**src/rtl/clkdiv_sync_pkg.sv**
```systemverilog
package clkdiv_sync_pkg;

    // Realignment policy states
    typedef enum logic [1:0] {
        ST_FREE  = 2'd0,
        ST_TRACK = 2'd1,
        ST_ARMED = 2'd2,
        ST_SPENT = 2'd3
    } sync_state_e;

    // Mode field codes
    localparam logic [1:0] MODE_OFF   = 2'b00;
    localparam logic [1:0] MODE_EVERY = 2'b01;

    // State a control write selects
    function automatic sync_state_e state_for_mode(input logic [1:0] mode);
        sync_state_e s;
        if (mode[1])
            s = ST_ARMED;
        else if (mode == MODE_EVERY)
            s = ST_TRACK;
        else
            s = ST_FREE;
        return s;
    endfunction

endpackage

```
**src/rtl/clkdiv_cfg.sv**
```systemverilog
module clkdiv_cfg #(
    parameter int SEL_W = 2,
    parameter int PH_W  = 3
) (
    input  logic             clk,
    input  logic             rst_n,
    input  logic             ctrl_we,
    input  logic [SEL_W-1:0] wr_sel,
    input  logic             phase_we,
    input  logic [PH_W-1:0]  wr_phase,
    output logic [SEL_W-1:0] sel_eff,
    output logic [PH_W-1:0]  phase_eff
);

    logic [SEL_W-1:0] sel_q;
    logic [PH_W-1:0]  phase_q;

    always_ff @(posedge clk) begin
        if (!rst_n) begin
            sel_q   <= '0;
            phase_q <= '0;
        end else begin
            if (ctrl_we)
                sel_q <= wr_sel;
            if (phase_we)
                phase_q <= wr_phase;
        end
    end

    // A write in flight is visible to a same-cycle wrap or realignment
    always_comb begin
        sel_eff   = ctrl_we  ? wr_sel   : sel_q;
        phase_eff = phase_we ? wr_phase : phase_q;
    end

endmodule

```
**src/rtl/clkdiv_sync_fsm.sv**
```systemverilog
module clkdiv_sync_fsm
    import clkdiv_sync_pkg::*;
(
    input  logic       clk,
    input  logic       rst_n,
    input  logic       sync_in,
    input  logic       ctrl_we,
    input  logic [1:0] wr_mode,
    output logic       honored,
    output logic       armed
);

    sync_state_e state_q, state_d;
    logic        sync_prev;
    logic        edge_seen;

    // Previous SYNC level, kept during reset so a held level never looks new
    always_ff @(posedge clk) begin
        sync_prev <= sync_in;
    end

    assign edge_seen = sync_in & ~sync_prev;

    // State register
    always_ff @(posedge clk) begin
        if (!rst_n)
            state_q <= ST_FREE;
        else
            state_q <= state_d;
    end

    // Next state: a control write overrides every other transition
    always_comb begin
        state_d = state_q;
        if (ctrl_we) begin
            state_d = state_for_mode(wr_mode);
        end else begin
            unique case (state_q)
                ST_FREE:  state_d = ST_FREE;
                ST_TRACK: state_d = ST_TRACK;
                ST_ARMED: state_d = edge_seen ? ST_SPENT : ST_ARMED;
                ST_SPENT: state_d = ST_SPENT;
            endcase
        end
    end

    // Outputs: the edge is judged by the state held before any write
    always_comb begin
        honored = 1'b0;
        armed   = 1'b0;
        unique case (state_q)
            ST_FREE:  honored = 1'b0;
            ST_TRACK: honored = edge_seen;
            ST_ARMED: begin
                honored = edge_seen;
                armed   = 1'b1;
            end
            ST_SPENT: honored = 1'b0;
        endcase
    end

endmodule

```
**src/rtl/clkdiv_phase_cnt.sv**
```systemverilog
module clkdiv_phase_cnt #(
    parameter int SEL_W = 2,
    parameter int PH_W  = 3,
    parameter int CNT_W = 3
) (
    input  logic             clk,
    input  logic             rst_n,
    input  logic             honored,
    input  logic [SEL_W-1:0] sel_eff,
    input  logic [PH_W-1:0]  phase_eff,
    output logic             div_en,
    output logic [SEL_W-1:0] act_sel
);

    logic [CNT_W-1:0] cnt_q;
    logic [CNT_W-1:0] last_cnt;
    logic [CNT_W-1:0] new_mask;
    logic [CNT_W-1:0] phase_ext;
    logic             wrap;

    always_comb begin
        last_cnt = CNT_W'((1 << act_sel) - 1);
        new_mask = CNT_W'((1 << sel_eff) - 1);
        if (PH_W >= CNT_W)
            phase_ext = CNT_W'(phase_eff);
        else
            phase_ext = CNT_W'({{CNT_W{1'b0}}, phase_eff});
        wrap = (cnt_q == last_cnt);
    end

    // Ratio changes only at a wrap or an honored realignment
    always_ff @(posedge clk) begin
        if (!rst_n) begin
            cnt_q   <= '0;
            act_sel <= '0;
        end else if (honored) begin
            act_sel <= sel_eff;
            cnt_q   <= phase_ext & new_mask;
        end else if (wrap) begin
            act_sel <= sel_eff;
            cnt_q   <= '0;
        end else begin
            cnt_q <= cnt_q + 1'b1;
        end
    end

    assign div_en = (cnt_q == '0);

endmodule

```
**src/rtl/clkdiv_sync_top.sv**
```systemverilog
module clkdiv_sync_top #(
    parameter int RATIO_SEL_W = 2,
    parameter int PHASE_W     = 3
) (
    input  logic                   clk,
    input  logic                   rst_n,
    input  logic                   ctrl_we,
    input  logic [RATIO_SEL_W-1:0] ctrl_ratio,
    input  logic [1:0]             ctrl_mode,
    input  logic                   phase_we,
    input  logic [PHASE_W-1:0]     phase_val,
    input  logic                   sync_in,
    output logic                   div_en,
    output logic                   sync_armed
);

    localparam int CNT_W = (2 ** RATIO_SEL_W) - 1;

    logic [RATIO_SEL_W-1:0] sel_eff;
    logic [PHASE_W-1:0]     phase_eff;
    logic [RATIO_SEL_W-1:0] act_sel;
    logic                   sync_hit;

    clkdiv_cfg #(
        .SEL_W (RATIO_SEL_W),
        .PH_W  (PHASE_W)
    ) u_cfg (
        .clk       (clk),
        .rst_n     (rst_n),
        .ctrl_we   (ctrl_we),
        .wr_sel    (ctrl_ratio),
        .phase_we  (phase_we),
        .wr_phase  (phase_val),
        .sel_eff   (sel_eff),
        .phase_eff (phase_eff)
    );

    clkdiv_sync_fsm u_fsm (
        .clk     (clk),
        .rst_n   (rst_n),
        .sync_in (sync_in),
        .ctrl_we (ctrl_we),
        .wr_mode (ctrl_mode),
        .honored (sync_hit),
        .armed   (sync_armed)
    );

    clkdiv_phase_cnt #(
        .SEL_W (RATIO_SEL_W),
        .PH_W  (PHASE_W),
        .CNT_W (CNT_W)
    ) u_cnt (
        .clk       (clk),
        .rst_n     (rst_n),
        .honored   (sync_hit),
        .sel_eff   (sel_eff),
        .phase_eff (phase_eff),
        .div_en    (div_en),
        .act_sel   (act_sel)
    );

endmodule

```
**config.mk**
```make
export PLATFORM = sky130hd
export DESIGN_NAME = clkdiv_sync_top
export DESIGN_NICKNAME = d
export VERILOG_FILES = /design/src/rtl/clkdiv_sync_pkg.sv /design/src/rtl/clkdiv_cfg.sv /design/src/rtl/clkdiv_sync_fsm.sv /design/src/rtl/clkdiv_phase_cnt.sv /design/src/rtl/clkdiv_sync_top.sv
export SDC_FILE = /design/constraint.sdc
export NUM_CORES = 1
export LEC_CHECK = 0
export ABC_AREA = 1
export BUFFER_PORTS_ARGS = -buffer_cell sky130_fd_sc_hd__buf_2
export CORE_AREA = 2 2 40 42
export DETAILED_ROUTE_END_ITERATION = 10
export DIE_AREA = 0 0 42 44
export PLACE_DENSITY = 0.81
export SKIP_LAST_GASP = 1
export SLEW_MARGIN = 25
export SYNTH_ARGS = -nofsm -noshare
export SYNTH_HDL_FRONTEND = slang
export SYNTH_SLANG_ARGS = --single-unit
export TNS_END_PERCENT = 100
```
**constraint.sdc**
```tcl
create_clock -name clk -period 1.8 [get_ports clk]
set_clock_uncertainty 0.15 [all_clocks]
set_input_delay 0.27 -clock clk [delete_from_list [all_inputs] [get_ports clk]]
set_output_delay 0.27 -clock clk [all_outputs]
set_load 0.005 [all_outputs]
```
==> results of run 1 <==
## timing repair
| item | 4_1_cts | 5_1_grt |
|---|---|---|
| endpoints found under the hold margin | 1 | 0 |
| buffers inserted | 0 | 0 |
| hold buffers | 1 | 0 |
## final cells by class
type	count	share of cell area, %
inverters	13	6.30
well taps	16	2.58
flip-flops and latches	13	33.6
clock buffers	4	3.39
multi-input cells	64	44.4
repair buffers	14	9.69
## final timing paths
| path | slack [ns] | to | cells after the start | start |
|---|---|---|---|---|
| max | 0.26 | div_en | 5 | u_cnt.cnt_q[1] |
| min | 0.10 | u_fsm.state_q[1] | 3 | ctrl_mode[1] |
| max reg2reg | 0.28 | u_cnt.cnt_q[2] | 6 | register |
| min reg2reg | 0.33 | u_cfg.phase_q[2] | 2 | u_cfg.phase_q[2] |
## placed cells by master (no fill, tap or decap)
master	synthesis	routed
a21boi_1	1	1
inv_2	2	2
or2_1	1	1
o21ai_0	3	3
dlygate4sd3_1	0	1
xor2_1	1	1
nor2_2	2	2
nor3_1	2	2
nand2_2	1	1
nand2_1	20	20
a21oi_1	6	6
clkbuf_1	0	1
inv_1	11	11
o21ai_1	2	2
o21ai_2	1	1
nand3b_1	2	2
nand3_1	6	6
clkbuf_4	0	3
nor2_1	9	9
ha_1	4	4
nand3b_2	1	1
buf_2	0	13
dfxtp_1	13	13
a211oi_1	1	1
or2_2	1	1
## worst max-delay path: stages, from the launching register on
cell	delay, ns
dfxtp_1	0.42
inv_2	0.06
ha_1	0.17
inv_1	0.05
nor2_1	0.03
buf_2	0.12
## metal layers
metal	vias up	part of all wire (%)	wire length, um
li1	326	-	-
met1	259	46	536
met2	10	48	557
met3	4	3.3	38
met4	0	2.7	32
met5	-	0	0
## cells in the mapped netlist
| cell | number | area [um^2] |
|---|---|---|
| xor2_1 | 1 | 8.76 |
| nand3b_2 | 1 | 11.3 |
| o21ai_0 | 3 | 15.0 |
| dfxtp_1 | 13 | 260 |
| nor3_1 | 2 | 10.0 |
| nand2_2 | 1 | 6.26 |
| o21ai_1 | 2 | 10.0 |
| nor2_2 | 2 | 12.5 |
| or2_2 | 1 | 6.26 |
| nand2_1 | 20 | 75.1 |
| nand3b_1 | 2 | 15.0 |
| a21boi_1 | 1 | 7.51 |
| a211oi_1 | 1 | 7.51 |
| o21ai_2 | 1 | 8.76 |
| nor2_1 | 9 | 33.8 |
| a21oi_1 | 6 | 30.0 |
| or2_1 | 1 | 6.26 |
| nand3_1 | 6 | 30.0 |
| inv_1 | 11 | 41.3 |
| ha_1 | 4 | 50.1 |
| inv_2 | 2 | 7.51 |
## power breakdown
group	internal (mW)	switching [mW]	total, mW	leakage (nW)
sequential	0.335	0.0383	0.374	0.108
combinational	0.133	0.182	0.316	0.273
clock	0.0860	0.0974	0.183	0.0150
total	0.555	0.318	0.873	0.396
## registers in the layout, summed over array words and instances (netlist names), named ones only
name	cells
u_cfg.phase_q	3
u_cnt.cnt_q	3
u_cfg.sel_q	2
u_cnt.act_sel	2
u_fsm.state_q	1
u_fsm.sync_prev	1
## per-stage QoR
| step | instance area, um^2 | setup WS [ns] | hold slack (ns) |
|---|---|---|---|
| 4_1_cts | 774 | 0.268 | 0.106 |
| 5_1_grt | 774 | 0.166 | 0.107 |
| 3_5_place_dp | 738 | 0.299 | 0.269 |
| 6_report | 774 | 0.258 | 0.103 |
| 2_1_floorplan | 653 | 0.381 | 0.148 |
| 3_3_place_gp | 738 | 0.337 | 0.267 |
## logic make-up (layout without fill, tap and decap cells)
logic type / Yosys count / count (layout) / share of synthesized area, %
AO/OA/AOI/OAI: 14 / 14 / 12.1
AND/OR/NAND/NOR: 45 / 45 / 31.6
flip-flops: 13 / 13 / 39.8
XOR/XNOR: 1 / 1 / 1.34
buffers and inverters: 13 / 31 / 7.47
adder cells (fa/ha/maj): 4 / 4 / 7.66
==> impl_metrics.csv, run 1 <==
group,metric,value,unit
run_status,status,"finished clean",
power_and_ir_drop,power.leakage,0.396,nW
drt,drt-initial-drc-count,5,
timing,fin_tns_setup,0,ns
yosys,ys_ff_latch,13,
drt,routed_wl,1170,um
critical_path,worstSetupEndpointType,"primary output",
global_routing,met1_usage,17.4,%
timing,relSlewSlack,86.4,%
floorplanning,fp.dieW,42,um
cells_and_area,area_growth_syn_to_layout,18.6,%
power_and_ir_drop,finalPower,0.873,mW
cts,cts.htree.levels,1,
global_routing,grt_use_met2,25.0,%
placement,port-buffer-count,13,
placement,placedCellCount,119,
yosys,ys_types,21,
cells_and_area,antenna_cells,0,
cts,cts_resized,0,
cts,clk_latency,0.28,ns
cells_and_area,final_cells,124,
global_routing,track_usage,15.1,%
yosys,postSynthAreaPerCell,7.26,um^2
power_and_ir_drop,p_per_area,1130,nW/um^2
hold_path,min_path_type,"input port to register",
timing,hold_viol,0,
floorplanning,die_area,1850,um^2
timing,finalCritPeriodShare,85.7,%
critical_path,crit_path_start_kind,"register",
timing,timing.fmax,648,MHz
timing,worstMarginPinSlew,0.205,ns
drt,vias_per_cell,4.83,
floorplanning,pin_count,14,
global_routing,busiest_layer,"met2",
global_routing,antenna_found_initial,0,
critical_path,required,1.38,ns
timing,post-route-min-period,1.54,ns
critical_path,critPathMaxFanout,5,
floorplanning,die_height,44,um
cts,clock_path_buffers,2,
placement,place_hpwl,931,um
cells_and_area,final-seq-area,260,um^2
floorplanning,start_util,46.0,%
cells_and_area,fin_nets,125,
yosys,synthCells,90,
timing,slew_violations,0,
cells_and_area,multiInputGateArea,344,um^2
critical_path,cp_data_arrival_time,1.12,ns
cts,clkSinkCount,13,
drt,routedWlPerCell,9.40,um
global_routing,grt_pass1_vias,533,
timing,setup_violations,0,
cts,root_buffer,"clkbuf_4",
yosys,syn_nets,106,
critical_path,criticalPathCategory,"register to primary output",
cells_and_area,drive_gt1_share,22.2,%
power_and_ir_drop,ir_drop,528,uV
global_routing,grt_max_degree,9,
floorplanning,core,1420,um^2
global_routing,grt_pass1_wl,2080,um
drt,drt-pass1-iter-count,4,
floorplanning,fp-row-count,14,
yosys,netlist_area,653,um^2
timing,rsz0062_at_grt,"no",
cts,cts_buffers,3,
cts,path_clk_slew,0.08,ns
global_routing,grtUsageMet3,3.75,%
job,maxCapViolations,0,
drt,ant_nets,0,
cells_and_area,n_fill_cell,136,
drt,drcViolationCount,0,
cts,cts_tree,"done",
cells_and_area,final_util,54.6,%
global_routing,global_route.overflow_total,0,
yosys,yosys_warnings,0,
placement,place_congestion,0.783,
drt,num_vias,599,
yosys,ys_seq_area_share,39.8,%
(Power assumes the default switching activity.)
==> inputs of run 2 (changes only) <==
==> constraint.sdc (replaced) <==
create_clock -name clk -period 1.5 [get_ports clk]
set_clock_uncertainty 0.15 [all_clocks]
set_input_delay 0.225 -clock clk [delete_from_list [all_inputs] [get_ports clk]]
set_output_delay 0.225 -clock clk [all_outputs]
set_load 0.005 [all_outputs]
==> impl_metrics.csv, run 2 (synthesis gave the netlist of run 1 again) <==
group,metric,value,unit
run_status,status,"finished clean",
global_routing,global_route.overflow_total,0,
cts,clk_latency,0.28,ns
placement,port-buffer-count,13,
critical_path,required,1.12,ns
placement,placed_area,738,um^2
power_and_ir_drop,ir_drop,612,uV
drt,drcViolationCount,0,
cells_and_area,drive_gt1_share,25.7,%
timing,fin_tns_setup,0,ns
global_routing,track_usage,15.1,%
global_routing,grt_max_degree,9,
drt,routedWlPerCell,9.23,um
critical_path,crit_family,"flip-flops",
timing,setup_violations,0,
hold_path,min_path_type,"input port to register",
critical_path,crit_buf_inv,3,
job,maxCapViolations,0,
timing,hold_viol,0,
placement,place_congestion,0.783,
global_routing,antenna_found_initial,0,
cts,clock_path_buffers,2,
cts,cts_buffers,3,
timing,holdWs,0.0673,ns
cells_and_area,antenna_cells,0,
critical_path,cp_slowest_cell,"dfxtp_2",
timing,timing.fmax,702,MHz
cts,cts.htree.levels,1,
floorplanning,die_area,1850,um^2
floorplanning,start_util,46.0,%
drt,num_vias,598,
timing,post-route-min-period,1.42,ns
critical_path,cpPeakStageDelay,0.35,ns
floorplanning,pin_count,14,
critical_path,criticalPathCategory,"register to primary output",
drt,drt-initial-drc-count,6,
critical_path,crit_path_cell_trace,"inv_2 -> ha_1 -> inv_1 -> nor2_1 -> buf_2",
cts,root_buffer,"clkbuf_4",
power_and_ir_drop,power.leakage,0.410,nW
cells_and_area,fin_area,793,um^2
critical_path,critPathMaxFanout,3,
global_routing,grt_pass1_vias,529,
cells_and_area,fin_nets,126,
cts,path_clk_slew,0.08,ns
cells_and_area,area_growth_syn_to_layout,21.5,%
cells_and_area,largestRegisters,"u_cfg.phase_q x3, u_cnt.cnt_q x3",
cells_and_area,layout_commonest_cell,"nand2_1",
timing,worstMarginPinSlew,0.203,ns
critical_path,worstSetupEndpointType,"primary output",
timing,rsz0062_at_grt,"no",
timing,relSlewSlack,86.5,%
timing,slew_violations,0,
timing,finalCritPeriodShare,95.0,%
cells_and_area,n_fill_cell,131,
drt,drt-pass1-iter-count,4,
floorplanning,fp-row-count,14,
placement,place_hpwl,930,um
drt,ant_nets,0,
critical_path,cp_data_arrival_time,1.05,ns
cells_and_area,final_cell_mix,"nand2_1 (20), buf_2 (13), dfxtp_1 (11)",
cts,clkSinkCount,13,
cts,cts_tree,"done",
floorplanning,die_height,44,um
floorplanning,fp.dieW,42,um
critical_path,crit_path_start_kind,"register",
power_and_ir_drop,p_per_area,1340,nW/um^2
drt,routed_wl,1150,um
floorplanning,core,1420,um^2
global_routing,grt_pass1_wl,2070,um
drt,vias_per_cell,4.78,
run 2: cell types whose count changed in the layout (fill, tap and decap cells not counted), sizes merged:
cell,previous run,this run
buf,13,14
run 2: path summary, 6_finish.rpt:
check                    from                to  slack, ns  cells past startpoint
min reg2reg  u_cfg.phase_q[2]  u_cfg.phase_q[2]       0.33                      2
max            u_cnt.cnt_q[0]            div_en       0.08                      5
min              ctrl_mode[1]  u_fsm.state_q[1]       0.07                      3
max reg2reg          register    u_cnt.cnt_q[2]       0.09                      6
run 2: cell type report:
| cell class | instances | area [um^2] | area share (%) |
|---|---|---|---|
| repair buffers | 15 | 82.6 | 10.4 |
| multi-input cells | 64 | 353 | 44.5 |
| clock buffers | 4 | 26.3 | 3.31 |
| well taps | 16 | 20.0 | 2.52 |
| inverters | 13 | 48.8 | 6.15 |
| flip-flops and latches | 13 | 263 | 33.1 |
run 2: what timing repair did:
item	CTS	global route
gates resized for setup	1	3
endpoints found under the setup margin	1	1
hold buffers	1	0
buffers inserted	0	1
hold endpoints to repair	1	0
run 2: report_power, final:
| part | internal (mW) | switching, mW | leakage [nW] | total (mW) |
|---|---|---|---|---|
| logic | 0.172 | 0.221 | 0.287 | 0.393 |
| registers | 0.407 | 0.0455 | 0.108 | 0.453 |
| clock network | 0.103 | 0.112 | 0.0150 | 0.215 |
| total | 0.683 | 0.378 | 0.410 | 1.06 |
run 2: routing by layer:
metal	GRT usage (%)	vias up	wire length, um
met5	0	-	0
met4	11.6	0	32
met3	3.75	4	35
met2	25.0	10	573
met1	16.7	259	512
li1	-	325	-
run 2: tightest hold or removal path, delay by kind of cell:
kind,cells,cell delay [ns]
buffers and inverters,2,0.16
AOI/OAI and AO/OA,1,0.06
run 2: metrics by stage:
stage | utilization (%) | cells | setup WS, ns | total power, mW
global route | 55.9 | 125 | 0.00308 | 1.15
detailed placement | 52.0 | 119 | 0.00334 | 0.830
CTS | 55.2 | 124 | 0.00216 | 1.05
finish | 55.9 | 125 | 0.0751 | 1.06
floorplan | - | 90 | 0.0808 | 0.738
global placement | 52.0 | 119 | 0.0369 | 0.821
==> inputs of run 3 (changes only) <==
--- a/config.mk
+++ b/config.mk
@@ -5,12 +5,11 @@
 export SDC_FILE = /design/constraint.sdc
 export NUM_CORES = 1
 export LEC_CHECK = 0
-export ABC_AREA = 1
 export BUFFER_PORTS_ARGS = -buffer_cell sky130_fd_sc_hd__buf_2
 export CORE_AREA = 2 2 40 42
 export DETAILED_ROUTE_END_ITERATION = 10
 export DIE_AREA = 0 0 42 44
-export PLACE_DENSITY = 0.81
+export PLACE_DENSITY = 0.82
 export SKIP_LAST_GASP = 1
 export SLEW_MARGIN = 25
 export SYNTH_ARGS = -nofsm -noshare
==> impl_metrics.csv, run 3 <==
group,metric,value,unit
cells_and_area,multiInputGateArea,442,um^2
placement,port-buffer-count,13,
timing,finalCritPeriodShare,111,%
timing,slew_violations,0,
cells_and_area,final_util,66.5,%
yosys,yosys_warnings,0,
power_and_ir_drop,ir_drop,840,uV
floorplanning,core,1420,um^2
drt,num_vias,593,
job,maxCapViolations,0,
cells_and_area,drive_gt1_share,49.5,%
cts,cts.htree.levels,1,
critical_path,required,1.53,ns
cells_and_area,area_growth_syn_to_layout,40.1,%
critical_path,critPathMaxFanout,3,
critical_path,cpPeakStageDelay,0.39,ns
drt,drt-pass1-iter-count,4,
yosys,ys_types,33,
yosys,netlist_area,673,um^2
floorplanning,start_util,47.4,%
global_routing,global_route.overflow_total,0,
power_and_ir_drop,finalPower,1.22,mW
critical_path,crit_family,"simple AND/OR/NAND/NOR gates",
yosys,yosysTopAreaCell,"dfxtp_1",
critical_path,crit_path_cell_trace,"inv_2 -> ha_4 -> or3b_4 -> o21ai_4 -> a21oi_4 -> mux2_4",
global_routing,grt_pass1_wl,2510,um
yosys,ys_seq_area_share,38.7,%
critical_path,worstSetupEndpointType,"register",
drt,drt-initial-drc-count,9,
timing,worst_slack,-0.171,ns
critical_path,cp_slowest_cell,"or3b_4",
run_status,status,"complete, but fails checks",
yosys,synth_edf_count,0,
timing,hold_viol,0,
run_status,violations,"negative setup slack",
yosys,postSynthAreaPerCell,9.62,um^2
cells_and_area,final_cell_mix,"buf_2 (13), buf_4 (11), dfxtp_1 (8)",
timing,worstMarginPinSlew,0.256,ns
critical_path,crit_buf_inv,1,
yosys,synthCells,70,
cells_and_area,layout_commonest_cell,"buf_2",
placement,post-place-ws,-0.269,ns
cts,clkSinkCount,13,
timing,timing.fmax,598,MHz
global_routing,track_usage,19.3,%
placement,place_congestion,0.812,
yosys,async_flop_share,0,%
yosys,synth_area_leaders,"dfxtp_1 (39%), ha_1 (7.4%), mux2i_1 (5.9%)",
yosys,yosys.cell_count.top_type,"dfxtp_1",
critical_path,crit_path_start_kind,"register",
yosys,synth_top_cells_by_count,"dfxtp_1 (13), nor2b_1 (6), nor2_1 (5)",
power_and_ir_drop,p_per_area,1290,nW/um^2
cells_and_area,final-seq-area,269,um^2
yosys,ys.flop_type,"dfxtp_1",
power_and_ir_drop,power.leakage,0.440,nW
floorplanning,die_height,44,um
yosys,synth_top_area_share,38.7,%
cts,clock_path_buffers,2,
cells_and_area,fin_nets,114,
yosys,ys_ff_latch,13,
cells_and_area,n_fill_cell,114,
cts,cts_buffers,3,
global_routing,antenna_found_initial,0,
critical_path,cp_data_arrival_time,1.70,ns
cells_and_area,antenna_cells,0,
floorplanning,die_area,1850,um^2
timing,setup_violations,6,
cts,cts_tree,"done",
cts,root_buffer,"clkbuf_4",
cts,clk_latency,0.28,ns
hold_path,holdCritStartpoint,"phase_val[0]",
timing,relSlewSlack,82.7,%
placement,place_hpwl,1090,um
cts,path_clk_slew,0.08,ns
drt,routed_wl,1590,um
timing,rsz0062_at_grt,"yes",
drt,ant_nets,0,
floorplanning,pin_count,14,
drt,drcViolationCount,0,
yosys,syn_nets,86,
floorplanning,fp-row-count,14,
floorplanning,fp.dieW,42,um
hold_path,min_path_type,"input port to register",
drt,vias_per_cell,5.25,
cells_and_area,largestRegisters,"u_cfg.phase_q x3, u_cnt.cnt_q x3",
global_routing,grt_max_degree,13,
timing,holdWs,0.0966,ns
global_routing,grt_pass1_vias,624,
timing,post-route-min-period,1.67,ns
critical_path,criticalPathCategory,"register to register",
drt,routedWlPerCell,14.0,um
## run 3: cell types whose count changed after synthesis, moves of 5 or more
| cell | before | now |
|---|---|---|
| nand3_1 | 6 | 0 |
| nand2_1 | 20 | 3 |
| nor2b_1 | 0 | 6 |
| inv_1 | 11 | 4 |
| a21oi_1 | 6 | 1 |
## run 3: metrics by stage
step / instance area [um^2] / std cells / setup TNS (ns)
global route: 943 / 113 / -0.949
global placement: 808 / 104 / -0.962
detailed placement: 808 / 104 / -1.18
CTS: 902 / 111 / -0.691
finish: 943 / 113 / -0.686
floorplan: 676 / 70 / -0.963
## run 3: logic make-up after synthesis
group,share of synthesized area [%]
AO/OA/AOI/OAI,19.0
XOR/XNOR,3.90
adder cells (fa/ha/maj),7.44
buffers and inverters,3.90
flip-flops,38.7
multiplexers,8.18
AND/OR/NAND/NOR,19.0
## run 3: repair_timing
action | CTS | global route
pin swaps | 3 | 3
endpoints found under the setup margin | 6 | 6
gates resized for setup | 14 | 4
endpoints found under the hold margin | 1 | 1
buffers inserted | 3 | 1
## run 3: routing by layer
| layer | vias to the layer above | wire length, um | global-route usage (%) |
|---|---|---|---|
| met5 | - | 0 | 0 |
| met2 | 16 | 830 | 36.9 |
| met4 | 0 | 63 | 16.1 |
| li1 | 300 | - | - |
| met3 | 7 | 53 | 2.92 |
| met1 | 270 | 640 | 17.9 |
## run 3: worst register-to-register path, cell delays in order, from the launching register on
cell     delay (ns)
dfxtp_2        0.35
inv_2          0.05
ha_4           0.20
or3b_4         0.39
o21ai_4        0.09
a21oi_4        0.06
mux2_4         0.29
## run 3: final cells by class
type / instances / share of cell area (%)
flip-flops and latches: 13 / 28.5
repair buffers: 26 / 17.9
multi-input cells: 50 / 46.8
clock buffers: 4 / 2.79
inverters: 4 / 1.86
well taps: 16 / 2.12
## run 3: final timing paths
kind | end | slack [ns] | depth (start not counted)
min | u_cfg.phase_q[0] | 0.1 | 3
max reg2reg | u_cnt.act_sel[0] | -0.17 | 6
min reg2reg | u_cfg.phase_q[0] | 0.38 | 2
max | u_cnt.act_sel[0] | -0.17 | 6
## run 3: where the power goes
| part | switching [mW] | internal (mW) | total (mW) |
|---|---|---|---|
| logic | 0.249 | 0.315 | 0.563 |
| clock network | 0.117 | 0.103 | 0.220 |
| registers | 0.0299 | 0.402 | 0.432 |
| total | 0.396 | 0.820 | 1.22 |
